$ cat src/rtl/ptw_pkg.sv
package ptw_pkg;
  localparam int AW        = 32;
  localparam int PERM_W    = 8;
  localparam int TTB_LSB   = 14;
  localparam int VA_LSB    = 10;
  localparam int L1_SHIFT  = 20;
  localparam int LG_SHIFT  = 16;
  localparam int SM_SHIFT  = 12;
  localparam int TN_SHIFT  = 10;

  typedef enum logic [1:0] {
    L1_FAULT   = 2'b00,
    L1_COARSE  = 2'b01,
    L1_SECTION = 2'b10,
    L1_FINE    = 2'b11
  } l1_kind_e;

  typedef enum logic [1:0] {
    SZ_SECTION = 2'b00,
    SZ_LARGE   = 2'b01,
    SZ_SMALL   = 2'b10,
    SZ_TINY    = 2'b11
  } size_e;

  typedef enum logic [2:0] {
    ST_IDLE, ST_L1_REQ, ST_L1_WAIT, ST_L2_REQ, ST_L2_WAIT, ST_DONE
  } walk_state_e;

  typedef struct packed {
    logic [AW-1:0]     pa;
    size_e             size;
    logic [PERM_W-1:0] perm;
    logic              fault;
    logic              level;
  } walk_res_t;
endpackage

$ cat src/rtl/ptw_addr_gen.sv
module ptw_addr_gen
  import ptw_pkg::*;
(
  input  logic [AW-1:TTB_LSB] ttb_hi_i,
  input  logic [AW-1:VA_LSB]  va_hi_i,
  input  logic [AW-1:0]       ptr_i,
  input  logic                fine_i,
  output logic [AW-1:0]       l1_addr_o,
  output logic [AW-1:0]       l2_addr_o
);
  logic [AW-1:0] coarse_addr, fine_addr;

  assign l1_addr_o   = {ttb_hi_i, va_hi_i[AW-1:L1_SHIFT], 2'b00};
  // coarse: 256 entries, 1 KB aligned; fine: 1024 entries, 4 KB aligned
  assign coarse_addr = {ptr_i[AW-1:10], va_hi_i[19:12], 2'b00};
  assign fine_addr   = {ptr_i[AW-1:12], va_hi_i[19:10], 2'b00};
  assign l2_addr_o   = fine_i ? fine_addr : coarse_addr;

  logic unused_ptr;
  assign unused_ptr = ^ptr_i[9:0];
endmodule

$ cat src/rtl/ptw_l1_decode.sv
module ptw_l1_decode
  import ptw_pkg::*;
(
  input  logic [AW-1:0] desc_i,
  output l1_kind_e      kind_o,
  output walk_res_t     res_o
);
  assign kind_o = l1_kind_e'(desc_i[1:0]);

  always_comb begin
    res_o       = '0;
    res_o.level = 1'b0;
    if (kind_o == L1_SECTION) begin
      res_o.pa   = {desc_i[AW-1:L1_SHIFT], {L1_SHIFT{1'b0}}};
      res_o.size = SZ_SECTION;
      res_o.perm = {4{desc_i[11:10]}};
    end else begin
      res_o.fault = 1'b1;
    end
  end

  logic unused_desc;
  assign unused_desc = ^{desc_i[19:12], desc_i[9:2]};
endmodule

$ cat src/rtl/ptw_l2_decode.sv
module ptw_l2_decode
  import ptw_pkg::*;
(
  input  logic [AW-1:0] desc_i,
  input  logic          fine_i,
  output walk_res_t     res_o
);
  always_comb begin
    res_o       = '0;
    res_o.level = 1'b1;
    unique case (desc_i[1:0])
      2'b01: begin
        res_o.pa   = {desc_i[AW-1:LG_SHIFT], {LG_SHIFT{1'b0}}};
        res_o.size = SZ_LARGE;
        res_o.perm = desc_i[11:4];
      end
      2'b10: begin
        res_o.pa   = {desc_i[AW-1:SM_SHIFT], {SM_SHIFT{1'b0}}};
        res_o.size = SZ_SMALL;
        res_o.perm = desc_i[11:4];
      end
      2'b11: begin
        // 1 KB entries exist only in fine tables
        if (fine_i) begin
          res_o.pa   = {desc_i[AW-1:TN_SHIFT], {TN_SHIFT{1'b0}}};
          res_o.size = SZ_TINY;
          res_o.perm = {4{desc_i[5:4]}};
        end else begin
          res_o.fault = 1'b1;
        end
      end
      default: res_o.fault = 1'b1;
    endcase
  end

  logic unused_desc;
  assign unused_desc = ^desc_i[3:2];
endmodule

$ cat src/rtl/table_walker.sv
module table_walker
  import ptw_pkg::*;
(
  input  logic              clk_i,
  input  logic              rst_ni,
  input  logic              req_valid_i,
  output logic              req_ready_o,
  input  logic [31:0]       va_i,
  input  logic [31:0]       ttb_i,
  output logic              mem_req_o,
  input  logic              mem_gnt_i,
  output logic [31:0]       mem_addr_o,
  input  logic              mem_rvalid_i,
  input  logic [31:0]       mem_rdata_i,
  output logic              done_o,
  output logic              fault_o,
  output logic              fault_level_o,
  output logic [31:0]       fill_pa_o,
  output logic [1:0]        fill_size_o,
  output logic [7:0]        fill_perm_o
);
  walk_state_e          state_q;
  logic [AW-1:VA_LSB]   va_q;
  logic [AW-1:TTB_LSB]  ttb_q;
  logic [AW-1:0]        ptr_q;
  logic                 fine_q;
  walk_res_t            res_q;

  logic [AW-1:0] l1_addr, l2_addr;
  l1_kind_e      l1_kind;
  walk_res_t     l1_res, l2_res;

  ptw_addr_gen u_addr (
    .ttb_hi_i  (ttb_q),
    .va_hi_i   (va_q),
    .ptr_i     (ptr_q),
    .fine_i    (fine_q),
    .l1_addr_o (l1_addr),
    .l2_addr_o (l2_addr)
  );

  ptw_l1_decode u_l1 (
    .desc_i (mem_rdata_i),
    .kind_o (l1_kind),
    .res_o  (l1_res)
  );

  ptw_l2_decode u_l2 (
    .desc_i (mem_rdata_i),
    .fine_i (fine_q),
    .res_o  (l2_res)
  );

  always_ff @(posedge clk_i or negedge rst_ni) begin
    if (!rst_ni) begin
      state_q <= ST_IDLE;
      va_q    <= '0;
      ttb_q   <= '0;
      ptr_q   <= '0;
      fine_q  <= 1'b0;
      res_q   <= '0;
    end else begin
      unique case (state_q)
        ST_IDLE: if (req_valid_i) begin
          va_q    <= va_i[AW-1:VA_LSB];
          ttb_q   <= ttb_i[AW-1:TTB_LSB];
          state_q <= ST_L1_REQ;
        end
        ST_L1_REQ: if (mem_gnt_i) state_q <= ST_L1_WAIT;
        ST_L1_WAIT: if (mem_rvalid_i) begin
          if (l1_kind == L1_COARSE || l1_kind == L1_FINE) begin
            ptr_q   <= mem_rdata_i;
            fine_q  <= (l1_kind == L1_FINE);
            state_q <= ST_L2_REQ;
          end else begin
            res_q   <= l1_res;
            state_q <= ST_DONE;
          end
        end
        ST_L2_REQ: if (mem_gnt_i) state_q <= ST_L2_WAIT;
        ST_L2_WAIT: if (mem_rvalid_i) begin
          res_q   <= l2_res;
          state_q <= ST_DONE;
        end
        ST_DONE: state_q <= ST_IDLE;
        default: state_q <= ST_IDLE;
      endcase
    end
  end

  assign req_ready_o   = (state_q == ST_IDLE);
  assign mem_req_o     = (state_q == ST_L1_REQ) || (state_q == ST_L2_REQ);
  assign mem_addr_o    = (state_q == ST_L1_REQ) ? l1_addr : l2_addr;
  assign done_o        = (state_q == ST_DONE) && !res_q.fault;
  assign fault_o       = (state_q == ST_DONE) && res_q.fault;
  assign fault_level_o = res_q.level;
  assign fill_pa_o     = res_q.pa;
  assign fill_size_o   = res_q.size;
  assign fill_perm_o   = res_q.perm;

  logic unused_in;
  assign unused_in = ^{va_i[VA_LSB-1:0], ttb_i[TTB_LSB-1:0]};
endmodule

$ cat config.mk
export PLATFORM = sky130hd
export DESIGN_NAME = table_walker
export DESIGN_NICKNAME = d
export VERILOG_FILES = /design/src/rtl/ptw_pkg.sv /design/src/rtl/ptw_addr_gen.sv /design/src/rtl/ptw_l1_decode.sv /design/src/rtl/ptw_l2_decode.sv /design/src/rtl/table_walker.sv
export SDC_FILE = /design/constraint.sdc
export NUM_CORES = 1
export LEC_CHECK = 0
export BUFFER_PORTS_ARGS = -buffer_cell sky130_fd_sc_hd__buf_2
export CORE_UTILIZATION = 30
export CTS_CLUSTER_SIZE = 10
export DETAILED_ROUTE_END_ITERATION = 10
export GPL_ROUTABILITY_DRIVEN = 0
export PLACE_DENSITY = 0.56
export RECOVER_POWER = 25
export SYNTH_ARGS = -nofsm -noshare
export SYNTH_HDL_FRONTEND = slang
export SYNTH_SLANG_ARGS = --single-unit
$ cat constraint.sdc
create_clock -name clk_i -period 3 [get_ports clk_i]
set_input_delay 0.15 -clock clk_i [delete_from_list [all_inputs] [get_ports clk_i]]
set_output_delay 0.15 -clock clk_i [all_outputs]
set_load 0.01 [all_outputs]
== Word-level counts from Yosys, hierarchy flattened ==
Index checks and enable logic that the tools add are counted.
Cells by class
  add/sub/neg operators: 0
  multiply operators: 0
  divide/modulo/power cells: 0
  magnitude comparators: 0
  eq/ne operators: 14
  shifts and indexed selects: 0
  muxes and demuxes: 19
  bitwise logic cells: 0
  reduce and logical (&&, ||, !) cells: 12
Operators by type and width (number)
  2-to-1 mux 44 bit: 3
  case mux 42 bit (3 select lines): 1
  case mux 44 bit (2 select lines): 1
  2-to-1 mux 42 bit: 2
  2-to-1 mux 32 bit: 1
  2-to-1 mux 3 bit: 6
  case mux 3 bit (5 select lines): 1
  2-to-1 mux 12 bit: 1
  != test 2 bit, second input constant: 6
  == test 3 x 2 -> 1 bit, second input constant: 2
  == test 3 bit, second input constant: 2
  AND reduction 5 bit: 1
  == test 2 bit, second input constant: 2
  AND reduction 4 bit: 1
  == test 3 x 1 -> 1 bit, second input constant: 1
  logical NOT 3 bit: 1
  AND reduction 3 bit: 1
  == test 2 x 1 -> 1 bit, second input constant: 1
  logical AND 1 bit: 2
  logical OR 1 bit: 2
  2-to-1 mux 1 bit: 2
  case mux 1 bit (2 select lines): 1
  AND reduction 2 bit: 1
  nonzero test 2 bit: 1
  2 further kinds: 2
Storage, ports and cells
  register bits after elaboration: 120
  bits in latches: 0
  RAM bits: 0
  memory bits (read-only): 0
  output and inout bits: 79
  logic and storage cells: 55
  memories: 0

== Depth between registers and ports, before layout ==
Gate-level depths: netlist (run 1).
  word-level depth: 5
  depth in mapped cells: 8
  depth with buffers taken out: 6

== By module ==
From an unflattened synthesis (run 1), not the netlist that was laid out.
Unflattened totals
  cell total of the unflattened synthesis: 586
  area, all modules: 7267.0 µm²
By module, submodules not included
  table_walker: times used 1, cells an instance 400, area each 5803.1 µm²
  ptw_addr_gen: times used 1, cells an instance 66, area each 570.5 µm²
  ptw_l2_decode: times used 1, cells an instance 71, area each 503.0 µm²
  ptw_l1_decode: times used 1, cells an instance 49, area each 390.4 µm²

== Worst setup path before layout (run 1) ==
No wires, ideal clock.
  kind: register -> register
  start point: register state_q[1]
  end point: register ttb_q[14] in the netlist's numbering
  arrival time: 1.699 ns
  path slack: 1.176 ns
  cell stages (with the launch flop): 7
  path through: dfrtp_1 -> buf_2 -> nor3_1 -> and2_1 -> clkbuf_1 -> buf_4 -> mux2_2
Between the ends
  cells in the longest elaborated chain, start to end: 2
Ends and longest elaborated chain
  from (decl): RTL line table_walker.sv:22  | walk_state_e state_q;
  from (signal assigned): RTL line table_walker.sv:56  | state_q <= ST_IDLE;
  from (signal assigned): RTL line table_walker.sv:67  | state_q <= ST_L1_REQ;
  from (signal assigned): RTL line table_walker.sv:69  | ST_L1_REQ: if (mem_gnt_i) state_q <= ST_L1_WAIT;
  logical NOT 3 bit
  named net req_ready_o: RTL line table_walker.sv:7  | output logic req_ready_o,
  AND reduction 2 bit (no line)
  to (signal assigned): RTL line table_walker.sv:66  | ttb_q <= ttb_i[AW-1:TTB_LSB];
  to (decl): RTL line table_walker.sv:24  | logic [AW-1:TTB_LSB] ttb_q;
The timed path passes the listed nets, and every way through them passes these cells.
A chain may end at the register's enable or synchronous reset.

== Worst setup path in the final report (run 1) ==
  start point: register state_q[1]
  end point: register res_q (netlist bit fill_pa_o[22])
Between the ends
  cells in the longest elaborated chain, start to end: 3
  elaborated cells between the ends (all ways): 8
  classes of those cells: eq/ne: 5; mux: 1; reduce/logical: 2
Ends and longest elaborated chain
  == test 3 x 2 -> 1 bit or == test 3 bit (tied branches): RTL line table_walker.sv:63  | unique case (state_q)
  != test 2 bit (no line) or nonzero test 2 bit (tied branches)
  AND reduction 4 bit (no line)
  to (signal assigned): RTL line table_walker.sv:76  | res_q <= l1_res;
  to (signal assigned): RTL line table_walker.sv:82  | res_q <= l2_res;
  to (decl): RTL line table_walker.sv:27  | walk_res_t res_q;
Several ways; a longest one is shown, not always the timed one.

==> results of run 1 <==
metal layers:
metal | routed length (um) | part of all wire [%]
met2 | 5440 | 47
met3 | 554 | 4.8
met4 | 193 | 1.7
met1 | 5420 | 47
met5 | 13 | 0.11
cell families (layout without fill, tap and decap cells):
| group | after synthesis | count (layout) |
|---|---|---|
| flip-flops | 100 | 100 |
| buffers and inverters | 72 | 166 |
| AND/OR/NAND/NOR | 53 | 53 |
| adder cells (fa/ha/maj) | 5 | 5 |
| AO/OA/AOI/OAI | 78 | 78 |
| other | 1 | 12 |
| multiplexers | 96 | 96 |
sequential cells by signal, indices dropped and copies added (netlist names):
signal         flops
fill_perm_o        8
state_q            3
fill_size_o        2
res_q              1
va_q              22
fine_q             1
fill_pa_o         22
ptr_q             22
fault_level_o      1
ttb_q             18
power breakdown:
group	internal (mW)	total [mW]	switching, mW
Combinational	1.23	2.34	1.11
Sequential	1.96	2.39	0.433
Clock	0.770	1.27	0.497
Total	3.96	6.00	2.05
cell usage after synthesis, types with 5 or more instances:
cell type	count	share of area (%)
a21oi_1	14	1.4
a22o_2	10	2.0
o21ai_0	31	3.2
ha_1	5	1.3
buf_4	49	7.5
dfrtp_1	100	51
a22o_1	9	1.6
nor2_1	5	0.38
mux2i_1	13	2.7
mux2_2	83	19
clkbuf_1	11	0.84
nand2_1	27	2.1
buf_2	6	0.61
placed cells by master (no fill, tap or decap), types with 9 or more instances in the layout:
cell type and instances:
mux2i_1 13, clkbuf_1 34, mux2_2 83, a21oi_1 14, conb_1 12, dfrtp_1 100, nand2_1 27, clkbuf_16 9
buf_2 107, a22o_2 10, a22o_1 9, o21ai_0 31
per-stage QoR:
| step | setup slack, ns | area, sq um | hold slack (ns) |
|---|---|---|---|
| CTS | 0.513 | 5870 | 0.0178 |
| finish | 0.528 | 5820 | 0.0334 |
| global route | 0.180 | 5820 | 0.0231 |
| floorplan | 1.18 | 4950 | -0.146 |
| global placement | 0.557 | 5530 | 0.136 |
| detailed placement | 0.526 | 5530 | 0.142 |
area by class of cell:
type	instances	area (sq um)
Fill cell	1634	10100
Sequential cell	100	2500
Multi-Input combinational cell	244	1980
Timing Repair Buffer	148	731
Tap cell	216	270
Clock buffer	11	253
Clock inverter	4	72.6
Inverter	3	11.3
worst max path at each step:
stage | start | to | slack [ns]
floorplan | state_q[1]$_DFFE_PN0P_ | ttb_q[14]$_DFFE_PN0P_ | 1.18
global placement | mem_rdata_i[0] | fill_pa_o[28]$_DFFE_PN0P_ | 0.56
detailed placement | mem_rdata_i[0] | fill_pa_o[20]$_DFFE_PN0P_ | 0.53
CTS | state_q[1]$_DFFE_PN0P_ | fill_pa_o[20]$_DFFE_PN0P_ | 0.51
global route | rst_ni | va_q[19]$_DFFE_PN0P_ | 0.18
finish | state_q[1]$_DFFE_PN0P_ | fill_pa_o[22]$_DFFE_PN0P_ | 0.53
worst register-to-register path: stages (launching register included):
cell	delay [ns]
dfrtp_1	0.57
nor2_1	0.18
a21boi_0	0.98
o21ba_2	0.48
a22o_2	0.20
repair_timing:
item | in CTS | in global routing
hold buffers | 1 | 0
hold endpoints to repair | 33 | 0
setup endpoints to repair | 0 | 0
==> flow_summary.toml, run 1 <==
[worst_setup_path]
worst_ep_required_time_ns = 3.28
ff2ff_setup_slack_ns = 0.53
crit_chain = "nor2_1 > a21boi_0 > o21ba_2 > a22o_2"
cp.depth = 4
arrival_ns = 2.75
crit_family = "compound AO/OA/AOI/OAI gates"
cp_slowest_cell = "a21boi_0"
cp_slowest_stage_delay_ns = 0.98
critPathKind = "flop to flop"
r2r-end = "fill_pa_o[22]$_DFFE_PN0P_"
r2r-start = "state_q[1]$_DFFE_PN0P_"
startpoint_type = "flop"
cp_num_buf_inv = 0
endpoint_kind = "flop"
path_max_fanout = 13
worstRegToRegCells = 4

[synthesis]
async_flop_share_pct = 100
synth_xor_area_share_pct = 0
netlist_area_sq_um = 4900
synth-simple-area-share_pct = 5.41
synthMuxAreaShare_pct = 21.7
syn_avg_cell_area_sq_um = 12.1
synth_top_family_by_area = "multiplexers"
ys_warn_count = 0
synth-seq-cells = 100
synth_fa_ha_area_share_pct = 1.28
synth_edf_count = 0
ys_seq_area_share_pct = 51.0
ys.flop_type = "dfrtp_1"
synth_cells = 405
synth_compound_area_share_pct = 10.8
synthDistinctLibCells = 39

[grt]
use_met3_pct = 3.20
antenna_found_initial = 1
grt_usage_pct = 14.5
grt_max_degree = 41
grt-busiest-layer = "met2"
grt_pass1_wl_mm = 18.4
first_global_vias = 3417
overflow = 0
globalRouteMet2Util_pct = 23.3
grtUsageMet1_pct = 18.9

[layout]
fin_cells = 726
nets = 612
drive_gt1_share_pct = 44.5
fin_util_pct = 36.5
diodes = 0
areaGrowthSynthToFinish_pct = 18.7

[detailed_routing]
drt-initial-drc-count = 132
drcViolationCount = 0
dr.pass1.iters = 4
viasPerCell = 4.63
totalWireLength_mm = 11.6
wl_per_cell_um = 16.0
ant_nets = 0
num_vias = 3364

[timing]
rsz0062_at_grt = "false"
tightest_slew_ns = 1.95
fin_crit_sh_pct = 82.4
maxSlewViolCount = 36
fin_setup_tns_ns = 0
skew_ns = 0.00706
timing.fmax_mhz = 405
setup_viol_count_final = 0
relSlewSlack_pct = -30.2
period_needed_ns = 2.47
hold_viol = 0

[flow_run]
maxCapViolations = 1

[floorplanning]
die_y_um = 130
num_rows = 46
die_x_um = 130
core_area_sq_um = 15900
die-area_sq_um = 16900
ios = 180
start_util_pct = 30.8

[clock_tree]
clk_latency_ns = 0.34
cts_resized = 0
htreeDepth = 3
cts_sinks = 100
cts_buffers = 9
clkTransAtPathRegs_ns = 0.07
post_cts_buffers = 0
cts_root_buf = "clkbuf_16"
ctsLongestPathBuffers = 2
cts_tree = "done"

[power]
p_leak_nw = 2.64
p_per_area_nw_per_um2 = 1030
ir_worst_vdd_mv = 0.478
power_mw = 6.00

[status]
failed_checks = "capacitance limit, slew limit"
status = "finished with violations"

[place]
place_inst = 710
hpwl_mm = 8.44
port_buffers = 141

[min_path]
hold_path_class = "input port to flop"
min_from = "ttb_i[14]"
hold_end = "ttb_q[14]$_DFFE_PN0P_"
holdPathStages = 2
Power figures use the tool's default switching activity.
==> run 2: changes to the inputs <==
==> constraint.sdc (replaced) <==
create_clock -name clk_i -period 2.3 [get_ports clk_i]
set_input_delay 0.115 -clock clk_i [delete_from_list [all_inputs] [get_ports clk_i]]
set_output_delay 0.115 -clock clk_i [all_outputs]
set_load 0.01 [all_outputs]
==> run 2 against run 1 <==
Net effect:
- register-to-register slack lost 0.25 ns
- critical path depth is 1 higher
- clock power up 38%
- combinational power is 42% higher
- via count rose by 6.5%
- the flow now finishes without violations
- design area rose by 11%
- first-iteration DRC count decreased by 1.5%
- core utilization is 4.0 points higher
- largest power group is now combinational cells
- sequential share of layout area down 4.2 points
- clock skew down 0.00083 ns
- worst setup slack worse by 0.30 ns
- cell count up 7.9%
==> flow_summary.toml, run 2 (synthesized netlist as in run 1, its figures left out) <==
[layout]
layout_commonest_cell = "buf_2"
layout_common_cells = "buf_2, dfrtp_1, mux2_2"
nets = 669
drive_gt1_share_pct = 44.3
areaGrowthSynthToFinish_pct = 31.6
nFillCells = 1565
fin_util_pct = 40.5
diodes = 0

[power]
p_leak_nw = 2.98
ir_worst_vdd_mv = 0.528
pwr-share-seq_pct = 37.4
p_per_area_nw_per_um2 = 1260
power_mw = 8.10
clockPowerShare_pct = 21.6
p_sw_share_pct = 33.3
p_int_mw = 5.40
p_switching_mw = 2.70
combPwrFrac_pct = 41.1

[grt]
first_global_vias = 3561
overflow = 0
grt_pass1_wl_mm = 18.9
grt_usage_pct = 14.9
antenna_found_initial = 0
grt_max_degree = 53

[min_path]
hold_path_class = "input port to flop"
holdPathStages = 2

[floorplanning]
die_y_um = 130
ios = 180
die_x_um = 130
num_rows = 46
core_area_sq_um = 15900
die-area_sq_um = 16900
start_util_pct = 30.8

[clock_tree]
cts_tree = "done"
htreeDepth = 3
cts_buffers = 9
cts_sinks = 100
clk_latency_ns = 0.35
clkTransAtPathRegs_ns = 0.07
ctsLongestPathBuffers = 2
cts_root_buf = "clkbuf_16"

[timing]
fin_setup_tns_ns = 0
skew_ns = 0.00623
rsz0062_at_grt = "false"
timing.fmax_mhz = 482
tightest_slew_ns = 1.36
fin_crit_sh_pct = 90.2
maxSlewViolCount = 0
period_needed_ns = 2.08
setup_viol_count_final = 0
hold_viol = 0
setup_slack_ns = 0.224
relSlewSlack_pct = 9.13

[detailed_routing]
drcViolationCount = 0
wl_met1_mm = 5.50
drt-initial-drc-count = 130
wl_per_cell_um = 15.5
ant_nets = 0
viasPerCell = 4.57
dr.pass1.iters = 4
totalWireLength_mm = 12.1
wl_met2_mm = 5.87
top_layer = "met4"
dr_wl_met3_um = 610
num_vias = 3582

[worst_setup_path]
path_max_fanout = 40
critPathKind = "flop to primary output"
worstRegToRegCells = 4
worst_ep_required_time_ns = 2.18
endpoint_kind = "primary output"
startpoint_type = "flop"
arrival_ns = 1.96

[place]
dpl_worst_slack_ns = 0.235
hpwl_mm = 8.44
port_buffers = 141

[status]
status = "finished, final reports clean"

[flow_run]
maxCapViolations = 0
run 2: changes by cell type in the layout (fill, tap and decap cells not counted):
cell           before  now
clkbuf_1           34   17
buf_4               5    8
clkbuf_2            0    1
dfrtp_1           100   99
buf_12              1    4
clkinv_2            1    0
clkbuf_8            2    1
buf_2             107  124
bufinv_16           2    3
dfrtp_2             0    1
dlygate4sd3_1       1   52
run 2: repair_timing:
item | in CTS | in global routing
endpoints found under the setup margin | 0 | 17
endpoints found under the hold margin | 102 | 0
resized for setup | 0 | 1
hold buffers | 52 | 0
buffers inserted | 0 | 0
run 2: worst max-delay path: stages (launching register included):
cell	delay, ns
dfrtp_2	0.46
inv_1	0.12
nor3_2	0.26
buf_12	0.26
mux2_2	0.36
buf_2	0.14
run 2: final timing paths:
kind / from / endpoint / slack, ns
min: mem_rdata_i[19] / fill_pa_o[19]$_DFFE_PN0P_ / 0.007
max in group asynchronous: rst_ni / ptr_q[25]$_DFFE_PN0P_ / 0.79
min reg2reg: fill_perm_o[4]$_DFFE_PN0P_ / fill_perm_o[4]$_DFFE_PN0P_ / 0.48
min in group asynchronous: rst_ni / fill_perm_o[2]$_DFFE_PN0P_ / 0.62
max reg2reg: state_q[0]$_DFFE_PN0P_ / fill_pa_o[21]$_DFFE_PN0P_ / 0.28
max: state_q[0]$_DFFE_PN0P_ / mem_addr_o[29] / 0.22
run 2: layer usage:
metal  global-route usage (%)  vias to the layer above
met1                     18.9                     1757
met3                     3.90                       18
met2                     24.7                      108
met5                        0                        -
li1                         -                     1699
met4                     5.13                        0
run 2: cell type report:
type / count / area (sq um) / share of cell area, %
Clock inverter: 4 / 97.6 / 1.51
Multi-Input combinational cell: 244 / 1980 / 30.7
Timing Repair Buffer: 205 / 1350 / 20.9
Sequential cell: 100 / 2500 / 38.8
Clock buffer: 11 / 243 / 3.76
Tap cell: 216 / 270 / 4.19
Inverter: 3 / 11.3 / 0.175
run 2: power by group through the flow:
stage | clock network (mW) | logic, mW | registers [mW]
global placement | 0 | 3.27 | 3.03
finish | 1.75 | 3.33 | 3.03
CTS | 1.81 | 3.41 | 3.03
global route | 1.88 | 3.66 | 3.14
detailed placement | 0 | 3.33 | 3.06
floorplan | 0 | 2.54 | 2.87
run 2: metrics by stage:
stage | instances | hold slack [ns] | cell area [sq um]
4_1_cts | 783 | 0.000219 | 6470
6_report | 783 | 0.00652 | 6450
3_3_place_gp | 716 | 0.201 | 5610
2_1_floorplan | 416 | -0.181 | 4950
5_1_grt | 783 | 0.000109 | 6450
3_5_place_dp | 716 | 0.213 | 5610
